[config.mk]
export PLATFORM = sky130hd
export DESIGN_NAME = loc_arbiter
export DESIGN_NICKNAME = d
export VERILOG_FILES = /design/src/rtl/loc_arb_pkg.sv /design/src/rtl/loc_reg_port.sv /design/src/rtl/loc_req_queue.sv /design/src/rtl/loc_grant_ctl.sv /design/src/rtl/loc_arbiter.sv
export SDC_FILE = /design/constraint.sdc
export NUM_CORES = 1
export LEC_CHECK = 0
export BUFFER_PORTS_ARGS = -buffer_cell sky130_fd_sc_hd__buf_2
export CAP_MARGIN = 10
export CORE_MARGIN = 3
export CORE_UTILIZATION = 44
export CTS_CLUSTER_SIZE = 30
export DETAILED_ROUTE_END_ITERATION = 7
export PLACE_DENSITY = 0.78
export SETUP_SLACK_MARGIN = 0.05
export SYNTH_ARGS = -nofsm -noshare
export SYNTH_HDL_FRONTEND = slang
export SYNTH_SLANG_ARGS = --single-unit
[constraint.sdc]
create_clock -name clk -period 1.9 [get_ports clk]
set_input_delay 0.095 -clock clk [delete_from_list [all_inputs] [get_ports clk]]
set_output_delay 0.095 -clock clk [all_outputs]
set_load 0.01 [all_outputs]
[src/rtl/loc_arb_pkg.sv]
package loc_arb_pkg;
  // Bit positions inside the per-window ownership register.
  localparam int BIT_READY = 7;
  localparam int BIT_OWNER = 5;
  localparam int BIT_WAIT  = 2;
  localparam int BIT_REQ   = 1;

  // Decoded write to an ownership register.
  typedef struct packed {
    logic req;
    logic rel;
  } own_cmd_t;
endpackage

[src/rtl/loc_reg_port.sv]
module loc_reg_port
  import loc_arb_pkg::*;
#(
  parameter int NUM_LOC = 5,
  parameter int ADDR_W  = 15,
  parameter int WIN_LSB = 12,
  parameter int DATA_W  = 8,
  localparam int LOC_W  = ADDR_W - WIN_LSB
) (
  input  logic               clk,
  input  logic               rst,
  input  logic               init_done,
  input  logic [ADDR_W-1:0]  bus_addr,
  input  logic               bus_wr,
  input  logic [DATA_W-1:0]  bus_wdata,
  input  logic               bus_rd,
  input  logic               owner_valid,
  input  logic [LOC_W-1:0]   owner_idx,
  input  logic [NUM_LOC-1:0] pending,
  output own_cmd_t           cmd,
  output logic [LOC_W-1:0]   cmd_loc,
  output logic [DATA_W-1:0]  bus_rdata,
  output logic               ready
);
  logic [LOC_W-1:0]   win;
  logic               in_map;
  logic               is_own;
  logic               rd_hit;
  logic [DATA_W-1:0]  rd_val;
  logic [NUM_LOC-1:0] self_mask;

  assign win     = bus_addr[ADDR_W-1:WIN_LSB];
  assign in_map  = ({1'b0, win} < (LOC_W+1)'(NUM_LOC)) && (bus_addr[WIN_LSB-1:0] == '0);
  assign cmd_loc = win;
  assign cmd.req = bus_wr && in_map && bus_wdata[BIT_REQ];
  assign cmd.rel = bus_wr && in_map && bus_wdata[BIT_OWNER];

  assign rd_hit    = bus_rd && in_map;
  assign is_own    = owner_valid && (owner_idx == win);
  assign self_mask = NUM_LOC'(1) << win;

  always_comb begin
    rd_val            = '0;
    rd_val[BIT_READY] = ready;
    rd_val[BIT_OWNER] = is_own;
    rd_val[BIT_WAIT]  = is_own && |(pending & ~self_mask);
  end

  always_ff @(posedge clk) begin
    if (rst) begin
      ready     <= 1'b0;
      bus_rdata <= '0;
    end else begin
      ready     <= ready | init_done;
      bus_rdata <= rd_hit ? rd_val : '0;
    end
  end

  assert_ready_sticky_R2: assert property (@(posedge clk) disable iff (rst)
    ready |=> ready);
  assert_unmapped_read_R3: assert property (@(posedge clk) disable iff (rst)
    (bus_rd && !in_map) |=> (bus_rdata == '0));
  assert_other_window_R10: assert property (@(posedge clk) disable iff (rst)
    (bus_rd && !(owner_valid && owner_idx == win)) |=> !bus_rdata[BIT_OWNER]);
endmodule

[src/rtl/loc_req_queue.sv]
module loc_req_queue #(
  parameter int NUM_LOC = 5
) (
  input  logic               clk,
  input  logic               rst,
  input  logic [NUM_LOC-1:0] set_vec,
  input  logic [NUM_LOC-1:0] clr_vec,
  output logic [NUM_LOC-1:0] pending
);
  generate
    for (genvar g = 0; g < NUM_LOC; g++) begin : g_flag
      always_ff @(posedge clk) begin
        if (rst)             pending[g] <= 1'b0;
        else if (clr_vec[g]) pending[g] <= 1'b0;
        else if (set_vec[g]) pending[g] <= 1'b1;
      end
    end
  endgenerate

  assert_grant_dequeues_R8: assert property (@(posedge clk) disable iff (rst)
    (|clr_vec) |=> ((pending & $past(clr_vec)) == '0));
  assert_single_grant_R7: assert property (@(posedge clk) disable iff (rst)
    $onehot0(clr_vec));
endmodule

[src/rtl/loc_grant_ctl.sv]
module loc_grant_ctl #(
  parameter int NUM_LOC = 5,
  parameter int LOC_W   = 3
) (
  input  logic               clk,
  input  logic               rst,
  input  logic [NUM_LOC-1:0] pending,
  input  logic               rel_wr,
  input  logic [LOC_W-1:0]   rel_loc,
  output logic [NUM_LOC-1:0] grant_vec,
  output logic               owner_valid,
  output logic [LOC_W-1:0]   owner_idx,
  output logic               loc_change
);
  logic             rel_now;
  logic             free;
  logic             grant;
  logic [LOC_W-1:0] pick;

  assign rel_now = rel_wr && owner_valid && (rel_loc == owner_idx);
  assign free    = !owner_valid || rel_now;
  assign grant   = free && (|pending);

  // Highest-numbered queued locality wins: later iterations override.
  always_comb begin
    pick = '0;
    for (int i = 0; i < NUM_LOC; i++) begin
      if (pending[i]) pick = LOC_W'(i);
    end
  end

  assign grant_vec = grant ? (NUM_LOC'(1) << pick) : '0;

  always_ff @(posedge clk) begin
    if (rst) begin
      owner_valid <= 1'b0;
      owner_idx   <= '0;
      loc_change  <= 1'b0;
    end else begin
      loc_change <= grant;
      if (grant) begin
        owner_valid <= 1'b1;
        owner_idx   <= pick;
      end else if (rel_now) begin
        owner_valid <= 1'b0;
      end
    end
  end

  assert_rise_pulses_R9: assert property (@(posedge clk) disable iff (rst)
    $rose(owner_valid) |-> loc_change);
  assert_pulse_has_owner_R9: assert property (@(posedge clk) disable iff (rst)
    loc_change |-> owner_valid);
  assert_owner_range_R7: assert property (@(posedge clk) disable iff (rst)
    owner_valid |-> ({1'b0, owner_idx} < (LOC_W+1)'(NUM_LOC)));
  assert_foreign_release_R5: assert property (@(posedge clk) disable iff (rst)
    (owner_valid && !rel_now && !grant) |=> (owner_valid && $stable(owner_idx)));
endmodule

[src/rtl/loc_arbiter.sv]
module loc_arbiter
  import loc_arb_pkg::*;
#(
  parameter int NUM_LOC = 5,
  parameter int ADDR_W  = 15,
  parameter int WIN_LSB = 12,
  parameter int DATA_W  = 8,
  localparam int LOC_W  = ADDR_W - WIN_LSB
) (
  input  logic              clk,
  input  logic              rst,
  input  logic              init_done,
  input  logic [ADDR_W-1:0] bus_addr,
  input  logic              bus_wr,
  input  logic [DATA_W-1:0] bus_wdata,
  input  logic              bus_rd,
  output logic [DATA_W-1:0] bus_rdata,
  output logic              owner_valid,
  output logic [LOC_W-1:0]  owner_idx,
  output logic              loc_change
);
  own_cmd_t           cmd;
  logic [LOC_W-1:0]   cmd_loc;
  logic [NUM_LOC-1:0] pending;
  logic [NUM_LOC-1:0] set_vec;
  logic [NUM_LOC-1:0] grant_vec;
  logic               ready;
  logic               from_owner;

  assign from_owner = owner_valid && (owner_idx == cmd_loc);
  assign set_vec    = (cmd.req && !from_owner) ? (NUM_LOC'(1) << cmd_loc) : '0;

  loc_reg_port #(
    .NUM_LOC(NUM_LOC), .ADDR_W(ADDR_W), .WIN_LSB(WIN_LSB), .DATA_W(DATA_W)
  ) u_port (
    .clk(clk), .rst(rst), .init_done(init_done),
    .bus_addr(bus_addr), .bus_wr(bus_wr), .bus_wdata(bus_wdata), .bus_rd(bus_rd),
    .owner_valid(owner_valid), .owner_idx(owner_idx), .pending(pending),
    .cmd(cmd), .cmd_loc(cmd_loc), .bus_rdata(bus_rdata), .ready(ready)
  );

  loc_req_queue #(.NUM_LOC(NUM_LOC)) u_queue (
    .clk(clk), .rst(rst), .set_vec(set_vec), .clr_vec(grant_vec), .pending(pending)
  );

  loc_grant_ctl #(.NUM_LOC(NUM_LOC), .LOC_W(LOC_W)) u_grant (
    .clk(clk), .rst(rst), .pending(pending),
    .rel_wr(cmd.rel), .rel_loc(cmd_loc), .grant_vec(grant_vec),
    .owner_valid(owner_valid), .owner_idx(owner_idx), .loc_change(loc_change)
  );

  assert_owner_not_queued_R8: assert property (@(posedge clk) disable iff (rst)
    owner_valid |-> !pending[owner_idx]);
  assert_read_latency_R11: assert property (@(posedge clk) disable iff (rst)
    !bus_rd |=> (bus_rdata == '0));
endmodule

==> impl_metrics.ini, run 1 <==
[run_status]
status = finished clean

[sta]
rsz0062_at_grt = false
final_hold_viol_count = 0
fmax_ghz = 0.611
finalSetupViolations = 0
finalCritPeriodShare_pct = 86.1
clock_skew_ns = 0.00257
drv_slew = 0
post-route-min-period_ns = 1.64
worst_slack_ns = 0.263
setup_tns_ns = 0

[grt]
antenna_found_initial = 0
grt_max_degree = 13
grt_pass1_wl_mm = 3.04
grt_pass1_vias = 729
grt_usage_pct = 16.4
grt-ovfl-total = 0

[cells_and_area]
fillers = 145
final_nets = 155
drive_above_1_share_pct = 31.2
final_area_sq_um = 960
area_growth_pct = 19.8
instances_no_fill = 149
n_antenna_cell = 0
finish.utilization_pct = 59.5

[floorplanning]
die_area_sq_um = 2370
die_w_um = 48.7
start_util_pct = 49.7
io_pins = 41
core_area_sq_um = 1610
row_count = 14
die_h_um = 48.7

[min_path]
hold_end = u_port.ready$_SDFF_PP0_
hold_path_depth = 3
min-delay-start = init_done
hold_path_class = in -> reg

[logic_synthesis]
yosys.cell_types.count = 34
synthCells = 99
ys_seq_elements = 14
synth_warnings = 0
synth-adder-area-share_pct = 0
async_flop_share_pct = 0
synth_edf_count = 0
synth-xor-area-share_pct = 3.28
yosys-top-cells-area = dfxtp_1 35%, buf_4 4.7%, nor2_1 3.8%, xor2_1 3.3%, nor4_1 3.1%
synth_flop_cell = dfxtp_1
synth_area_per_cell_sq_um = 8.09
synth_compound_area_share_pct = 20.6
synth_top_family_by_area = simple AND/OR/NAND/NOR gates
yosysTopAreaCell = dfxtp_1
yosys-top-cells-count = 14 x dfxtp_1, 8 x nor2_1, 6 x inv_1, 5 x buf_4
synth.area.mux_share_pct = 0
synth-simple-area-share_pct = 29.2
syn_area_sq_um = 801
yosys.area.top_type_share_pct = 35.0
synth_most_common_cell = dfxtp_1
synth_seq_area_share_pct = 35.0

[placed_design]
io_buffers = 29
dp_hpwl_mm = 1.41
place_area_sq_um = 937
routabilityCongestion = 0.769
pre_cts_slack_ns = 0.202
dp_cells = 146

[clock_tree]
cts_inserted_buffers = 3
path_clk_slew_ns = 0.07
hold_buffers = 0
clockBufferDepth = 2
clock_latency_ns = 0.28
cts_setup_buffers = 0
clock-sinks = 14
cts-root-buf = clkbuf_4
htreeDepth = 1
cts_tree = yes
cts_resized = 0

[drt]
vias_per_cell = 5.32
drt_pass1_iterations = 4
num_vias = 793
wl_per_cell_um = 11.8
drt_iter0_drc = 26
antenna_left = 0
drc = 0
totalWireLength_mm = 1.76

[pwr]
p_per_area_nw_per_um2 = 534
leakage_uw = 0.000408
peakVddDrop_uv = 301

[worst_setup_path]
worstPathMaxFanout = 7
r2r_setup_slack_ns = 0.26
crit_required_ns = 2.07
cp.arrival_ns = 1.80
worst-r2r-cell-count = 6
r2r_end = u_queue.pending[2]$_SDFFE_PP0P_
path_class = reg -> reg
setup.worst_path.start_class = flip-flop
crit_path_end_kind = flip-flop
r2r-start = u_grant.owner_idx[2]$_SDFFE_PP0P_

[flow_run]
maxCapViolCount = 0
-- metrics by stage --
step / total power [uW] / hold WS (ns)
6_report: 512 / 0.0294
3_3_place_gp: 356 / 0.303
2_1_floorplan: 341 / 0.216
3_5_place_dp: 357 / 0.328
4_1_cts: 516 / 0.0376
5_1_grt: 540 / 0.0210
-- area by class of cell --
type                    count  area, sq um  area share (%)
multi-input cells          71          444            46.3
flip-flops and latches     14          280            29.2
repair buffers             31          160            16.7
well taps                  24         30.0            3.13
clock buffers               3         22.5            2.35
inverters                   6         22.5            2.35
-- flip-flops by register name, indices dropped and copies added, names as in the netlist --
register	flops
u_queue.pending	5
u_port.ready	1
u_grant.owner_valid	1
u_grant.loc_change	1
u_port.bus_rdata	3
u_grant.owner_idx	3
-- per-layer routing --
layer | vias to the layer above | track usage (%) | share of wire, %
met5 | - | 0 | 0
met4 | 0 | 8.53 | 2.2
met3 | 5 | 4.91 | 12
met2 | 47 | 25.8 | 42
met1 | 336 | 20.1 | 44
li1 | 405 | - | -
-- worst max path at each step --
stage,startpoint,to,slack [ns],cells past startpoint
after floorplan,u_grant.owner_idx[2]$_SDFFE_PP0P_,u_queue.pending[2]$_SDFFE_PP0P_,0.42,6
after global placement,bus_addr[0],u_queue.pending[2]$_SDFFE_PP0P_,0.24,7
after detailed placement,bus_addr[0],u_queue.pending[2]$_SDFFE_PP0P_,0.20,7
after CTS,u_grant.owner_idx[2]$_SDFFE_PP0P_,u_queue.pending[2]$_SDFFE_PP0P_,0.25,6
after global routing,u_grant.owner_idx[2]$_SDFFE_PP0P_,u_queue.pending[2]$_SDFFE_PP0P_,0.11,6
final,u_grant.owner_idx[2]$_SDFFE_PP0P_,u_queue.pending[2]$_SDFFE_PP0P_,0.26,6
-- layout by cell type (no fill, tap or decap), types with 4 or more instances in the layout --
master / count
buf_2: 29
dfxtp_1: 14
nor2_1: 8
inv_1: 6
conb_1: 5
o21ai_0: 4
nor4_1: 4
a21oi_1: 4
-- worst max-delay path, cell delays in order, from the launching register on --
cell and delay [ns]:
dfxtp_1 0.33, xor2_1 0.17, nor4_1 0.27, a31oi_1 0.21, buf_4 0.21, o311ai_1 0.23
o21ai_1 0.09
-- report_power, final --
group	total (uW)	switching, uW	internal [uW]
combinational	54.9	30.8	24.1
sequential	295	0.722	295
clock	162	88.5	73.7
total	512	120	392
-- cell families after synthesis --
kind of cell,after synthesis
compound gates,24
xor+xnor,3
buf+inv,18
flops,14
other cells,1
simple gates,39
No activity file was read; power rests on OpenSTA's default activity.
==> run 2, diff against run 1 <==
--- a/config.mk
+++ b/config.mk
@@ -8,11 +8,12 @@
 export BUFFER_PORTS_ARGS = -buffer_cell sky130_fd_sc_hd__buf_2
 export CAP_MARGIN = 10
 export CORE_MARGIN = 3
-export CORE_UTILIZATION = 44
+export CORE_UTILIZATION = 40
 export CTS_CLUSTER_SIZE = 30
 export DETAILED_ROUTE_END_ITERATION = 7
-export PLACE_DENSITY = 0.78
+export PLACE_DENSITY = 0.74
 export SETUP_SLACK_MARGIN = 0.05
 export SYNTH_ARGS = -nofsm -noshare
 export SYNTH_HDL_FRONTEND = slang
+export SYNTH_HIERARCHICAL = 1
 export SYNTH_SLANG_ARGS = --single-unit
==> constraint.sdc (replaced) <==
create_clock -name clk -period 1.4 [get_ports clk]
set_input_delay 0.07 -clock clk [delete_from_list [all_inputs] [get_ports clk]]
set_output_delay 0.07 -clock clk [all_outputs]
set_load 0.01 [all_outputs]
==> run 2 against run 1 <==
Compared with the run above:
- largest cell class unchanged
- the run now ends with negative setup slack left
- power is 60% higher
- critical path type unchanged
- flip-flop and latch count stayed put
- fmax hardly changed
- largest power group unchanged
- wire length is 45% higher
==> impl_metrics.ini, run 2 <==
[run_status]
status = finished with violations
violations = negative setup slack

[logic_synthesis]
synth-adder-area-share_pct = 0
synth_flop_cell = dfxtp_1
synth_edf_count = 0
ys_seq_elements = 14
synth.area.mux_share_pct = 2.54
syn_area_sq_um = 838
synth_seq_area_share_pct = 33.4
synth-xor-area-share_pct = 9.40
synth_most_common_cell = nor3_1
yosysTopAreaCell = dfxtp_1
synth_area_per_cell_sq_um = 8.22
synthCells = 102
yosys-top-cells-area = dfxtp_1 33%, nor3_1 9.0%, buf_4 7.2%, xnor2_1 6.3%, nor4_1 4.5%
yosys.cell_types.count = 30
async_flop_share_pct = 0
yosys.area.top_type_share_pct = 33.4
synth-simple-area-share_pct = 30.3
synth_top_family_by_area = simple AND/OR/NAND/NOR gates
synth_compound_area_share_pct = 12.7
yosys-top-cells-count = 15 x nor3_1, 14 x dfxtp_1, 9 x inv_1, 8 x buf_4, 8 x nor2_1
synth_warnings = 6

[min_path]
hold_path_class = in -> reg
hold_path_depth = 3
min-delay-start = bus_rd
hold_end = u_port/bus_rdata[7]$_SDFF_PP0_

[cells_and_area]
drive_above_1_share_pct = 45.0
regMostFlops = u_queue/pending
area_growth_pct = 54.8
final_area_sq_um = 1300
largest_register_ffs = 5
n_antenna_cell = 0
final_common_cell = buf_2
final_cell_mix = 25 x buf_2, 16 x buf_4, 13 x nor3_1
final_nets = 180
reg_top3 = u_queue/pending: 5 flops, u_grant/owner_idx: 3 flops, u_port/bus_rdata: 3 flops

[floorplanning]
die_w_um = 51.8
row_count = 15
core_area_sq_um = 1860
start_util_pct = 45.1
die_area_sq_um = 2680
io_pins = 41
die_h_um = 51.8

[pwr]
leakage_uw = 0.000557
clkPwrFrac_pct = 36.7
comb_power_share_pct = 14.4
power.internal_uw = 614
pwr-share-seq_pct = 49.0
peakVddDrop_uv = 482
power_switching_uw = 204
p_per_area_nw_per_um2 = 631
power_switching_share_pct = 24.9

[sta]
final_hold_viol_count = 0
finalCritPeriodShare_pct = 117
setup_tns_ns = -1.18
finalSetupViolations = 8
worst_slack_ns = -0.236
fmax_ghz = 0.611
clock_skew_ns = 0.00108
rsz0062_at_grt = true
post-route-min-period_ns = 1.64
drv_slew = 0

[worst_setup_path]
cp_slowest_cell = o41a_1
path_class = reg -> reg
r2r-start = u_grant/owner_idx[0]$_SDFFE_PP0P_
r2r_setup_slack_ns = -0.24
setup.worst_path.start_class = flip-flop
crit_path_max_incr_delay_ns = 0.48
cp.arrival_ns = 1.85
worstPathMaxFanout = 3
crit_required_ns = 1.62
r2r_end = u_grant/owner_idx[0]$_SDFFE_PP0P_
worst-r2r-cell-count = 4
crit_path_end_kind = flip-flop
crit_chain = xor2_1 > o41a_1 > or4_1 > a21oi_1

[drt]
vias_per_cell = 5.44
drc = 0
drt_iter0_drc = 24
drt_pass1_iterations = 4
totalWireLength_mm = 2.56
antenna_left = 0
num_vias = 958
wl_per_cell_um = 14.5

[clock_tree]
cts-root-buf = clkbuf_4
clock_latency_ns = 0.28
clock-sinks = 14
path_clk_slew_ns = 0.09
cts_inserted_buffers = 3
clockBufferDepth = 2
htreeDepth = 1
cts_tree = yes

[grt]
grt_pass1_vias = 849
grt_max_degree = 13
grt_pass1_wl_mm = 3.74
antenna_found_initial = 0
grt-ovfl-total = 0
grt_usage_pct = 18.9

[placed_design]
dp_hpwl_mm = 1.74
pre_cts_slack_ns = -0.436
io_buffers = 29
place_area_sq_um = 1120
routabilityCongestion = 0.829

[flow_run]
maxCapViolCount = 0
-- run 2: kinds of logic (layout without fill, tap and decap cells) --
family                    Yosys count  count (layout)
xor gates and xnor gates            9               9
muxes                               2               2
and+or+nand+nor                    44              44
DFF                                14              14
AOI/OAI and AO/OA                  15              15
buffers and inverters              17              62
other                               1               5
-- run 2: worst max path at each step --
stage | slack (ns) | endpoint | cells after the start | start
6_report | -0.24 | u_grant/owner_idx[0]$_SDFFE_PP0P_ | 4 | u_grant/owner_idx[0]$_SDFFE_PP0P_
5_1_grt | -0.29 | u_grant/owner_idx[0]$_SDFFE_PP0P_ | 4 | u_grant/owner_idx[0]$_SDFFE_PP0P_
4_1_cts | -0.18 | u_grant/owner_idx[0]$_SDFFE_PP0P_ | 4 | u_grant/owner_idx[0]$_SDFFE_PP0P_
3_5_place_dp | -0.44 | u_grant/owner_idx[0]$_SDFFE_PP0P_ | 8 | bus_addr[2]
3_3_place_gp | -0.36 | u_grant/owner_idx[0]$_SDFFE_PP0P_ | 8 | bus_addr[6]
2_1_floorplan | -0.33 | u_grant/owner_idx[0]$_SDFFE_PP0P_ | 7 | bus_addr[6]
-- run 2: power by group through the flow --
stage / Combinational (uW) / Clock [uW] / Sequential [uW]
3_3_place_gp: 96.9 / 0 / 410
6_report: 118 / 300 / 401
5_1_grt: 126 / 332 / 401
4_1_cts: 103 / 302 / 401
3_5_place_dp: 100 / 0 / 410
2_1_floorplan: 56.1 / 0 / 410
-- run 2: timing repair --
| item | in CTS | in global routing |
|---|---|---|
| pin swaps | 1 | 9 |
| hold endpoints to repair | 1 | 0 |
| setup buffers | 1 | 4 |
| setup endpoints to repair | 9 | 11 |
| hold buffers | 1 | 0 |
| resized for setup | 6 | 17 |
-- run 2: through the flow --
step	instances	total power [uW]	hold slack (ns)	utilization, %
final	176	818	0.0872	69.8
after global routing	176	859	0.0768	69.8
after CTS	173	805	0.0938	64.3
after detailed placement	167	510	0.289	60.2
after global placement	167	507	0.282	60.2
after floorplan	106	466	0.139	-
-- run 2: area by class of cell --
| cell class | instances | area, sq um |
|---|---|---|
| inverters | 9 | 33.8 |
| multi-input cells | 75 | 578 |
| flip-flops and latches | 14 | 284 |
| fillers | 134 | 561 |
| repair buffers | 49 | 334 |
| clock buffers | 4 | 36.3 |
| well taps | 25 | 31.3 |
-- run 2: critical path, delay by kind of cell (launching register included) --
kind / cells / cell delay (ns)
AOI/OAI and AO/OA: 2 / 0.62
xor gates and xnor gates: 1 / 0.17
DFF: 1 / 0.33
and+or+nand+nor: 1 / 0.43
-- run 2: metal layers --
metal	global-route usage [%]	up-vias	share of wire (%)
li1	-	454	-
met5	0	-	0
met2	32.4	49	51
met1	22.5	445	38
met4	9.17	0	2.9
met3	3.44	10	7.4
==> run 3, diff against run 2 <==
--- a/config.mk
+++ b/config.mk
@@ -9,10 +9,12 @@
 export CAP_MARGIN = 10
 export CORE_MARGIN = 3
 export CORE_UTILIZATION = 40
+export CTS_BUF_LIST = sky130_fd_sc_hd__clkbuf_16
 export CTS_CLUSTER_SIZE = 30
 export DETAILED_ROUTE_END_ITERATION = 7
 export PLACE_DENSITY = 0.74
 export SETUP_SLACK_MARGIN = 0.05
+export SKIP_CTS_REPAIR_TIMING = 1
 export SYNTH_ARGS = -nofsm -noshare
 export SYNTH_HDL_FRONTEND = slang
 export SYNTH_HIERARCHICAL = 1
==> run 3 against run 2 <==
Compared with the run above:
- the flow still finishes with violations (negative setup slack)
- flip-flop and latch count stayed put
- sequential power about the same
- wire length shrank 0.94%
- global-route usage increased by 0.24 points
- register-to-register slack improved by 0.02 ns
- non-clock buffer count fell by 3
- hold slack lost 0.047 ns
- clock skew about the same
- final area rose by 0.19%
- die area is the same
- critical path depth stayed put
- sequential share of layout area barely moved
- critical path type unchanged
==> impl_metrics.ini, run 3 (synthesized netlist as in run 2, its figures left out) <==
[run_status]
status = finished with violations
violations = negative setup slack

[pwr]
peakVddDrop_uv = 824
p_per_area_nw_per_um2 = 815
leakage_uw = 0.000553

[floorplanning]
core_area_sq_um = 1860
die_h_um = 51.8
die_area_sq_um = 2680
start_util_pct = 45.1
die_w_um = 51.8
row_count = 15
io_pins = 41

[clock_tree]
cts_inserted_buffers = 3
cts-root-buf = clkbuf_16
htreeDepth = 1
clock_latency_ns = 0.24
cts_tree = yes
path_clk_slew_ns = 0.05
clock-sinks = 14
clockBufferDepth = 2

[grt]
antenna_found_initial = 0
grt_usage_pct = 19.1
grt-ovfl-total = 0
grt_max_degree = 13
grt_pass1_wl_mm = 3.78
grt_pass1_vias = 869

[drt]
antenna_left = 0
drt_iter0_drc = 32
vias_per_cell = 5.49
drc = 0
wl_per_cell_um = 14.7
totalWireLength_mm = 2.54
num_vias = 950
drt_pass1_iterations = 4

[worst_setup_path]
worstPathMaxFanout = 3
cp_num_cells = 4
worst-r2r-cell-count = 4
cp_slowest_cell = o41a_1
cp.arrival_ns = 1.79
crit_required_ns = 1.57
r2r-start = u_grant/owner_idx[0]$_SDFFE_PP0P_
r2r_end = u_grant/owner_idx[0]$_SDFFE_PP0P_
crit_path_end_kind = flip-flop
setup.worst_path.start_class = flip-flop
crit_family = compound AO/OA/AOI/OAI gates
path_class = reg -> reg
crit_path_max_incr_delay_ns = 0.47
critPathBufInv = 0
r2r_setup_slack_ns = -0.22
crit_chain = xor2_1 > o41a_1 > or4_1 > a21oi_1

[min_path]
hold_end = u_port/ready$_SDFF_PP0_
hold_path_depth = 3
hold_path_class = in -> reg
min-delay-start = init_done

[placed_design]
place_area_sq_um = 1120
io_buffers = 29
dp_hpwl_mm = 1.74
routabilityCongestion = 0.829

[cells_and_area]
n_antenna_cell = 0
largest_register_ffs = 5
final_area_sq_um = 1300
final_common_cell = buf_2
final_nets = 177
area_growth_pct = 55.1
drive_above_1_share_pct = 44.6
reg_top3 = u_queue/pending: 5 flops, u_grant/owner_idx: 3 flops, u_port/bus_rdata: 3 flops
regMostFlops = u_queue/pending
final_cell_mix = 25 x buf_2, 15 x buf_4, 12 x nor3_1

[sta]
rsz0062_at_grt = true
setup_tns_ns = -0.861
finalSetupViolations = 8
post-route-min-period_ns = 1.62
clock_skew_ns = 0.000667
drv_slew = 0
fmax_ghz = 0.618
worst_slack_ns = -0.219
final_hold_viol_count = 0
finalCritPeriodShare_pct = 116

[flow_run]
maxCapViolCount = 0
run 3: cell types whose count changed in the layout (fill, tap and decap cells not counted), sizes merged:
cell	previous run	this run
dlygate4sd3	1	0
buf	48	46
clkbuf	4	3
clkinv	0	1
run 3: final cells by class:
type                    count  area, sq um
flip-flops and latches     14          284
well taps                  25         31.3
clock buffers               3         75.1
multi-input cells          75          567
inverters                   9         33.8
clock inverters             1         3.75
fillers                   131          558
repair buffers             46          305
run 3: per-stage QoR:
step                      cells  power [uW]  setup WS, ns  utilization [%]  hold slack [ns]
after global routing        173        1110        -0.252             70.0           0.0435
after global placement      167         507        -0.358             60.2            0.282
final                       173        1060        -0.219             70.0           0.0398
after detailed placement    167         510        -0.436             60.2            0.289
after floorplan             106         466        -0.331                -            0.139
after CTS                   171        1050        -0.185             64.4           0.0397
run 3: worst register-to-register path, delay by kind of cell, from the launching register on:
kind / cells / cell delay, ns
compound gates: 2 / 0.62
simple gates: 1 / 0.44
flops: 1 / 0.31
xor+xnor: 1 / 0.17
run 3: report_power, final:
part           total, uW  internal [uW]  switching (uW)
registers            402            402           0.860
clock network        543            378             166
logic                114           54.0            60.0
total               1060            833             226
run 3: layer usage:
layer	GRT usage [%]	up-vias	wire length [um]
met1	22.6	443	1020
met4	9.17	0	61
met2	33.3	47	1290
met3	3.15	8	171
met5	0	-	0
li1	-	452	-
run 3: worst max-delay path by stage:
stage / start / end / slack, ns
6_report: u_grant/owner_idx[0]$_SDFFE_PP0P_ / u_grant/owner_idx[0]$_SDFFE_PP0P_ / -0.22
5_1_grt: bus_addr[1] / u_grant/owner_idx[0]$_SDFFE_PP0P_ / -0.25
4_1_cts: bus_addr[2] / u_grant/owner_idx[0]$_SDFFE_PP0P_ / -0.19
3_5_place_dp: bus_addr[2] / u_grant/owner_idx[0]$_SDFFE_PP0P_ / -0.44
3_3_place_gp: bus_addr[6] / u_grant/owner_idx[0]$_SDFFE_PP0P_ / -0.36
2_1_floorplan: bus_addr[6] / u_grant/owner_idx[0]$_SDFFE_PP0P_ / -0.33
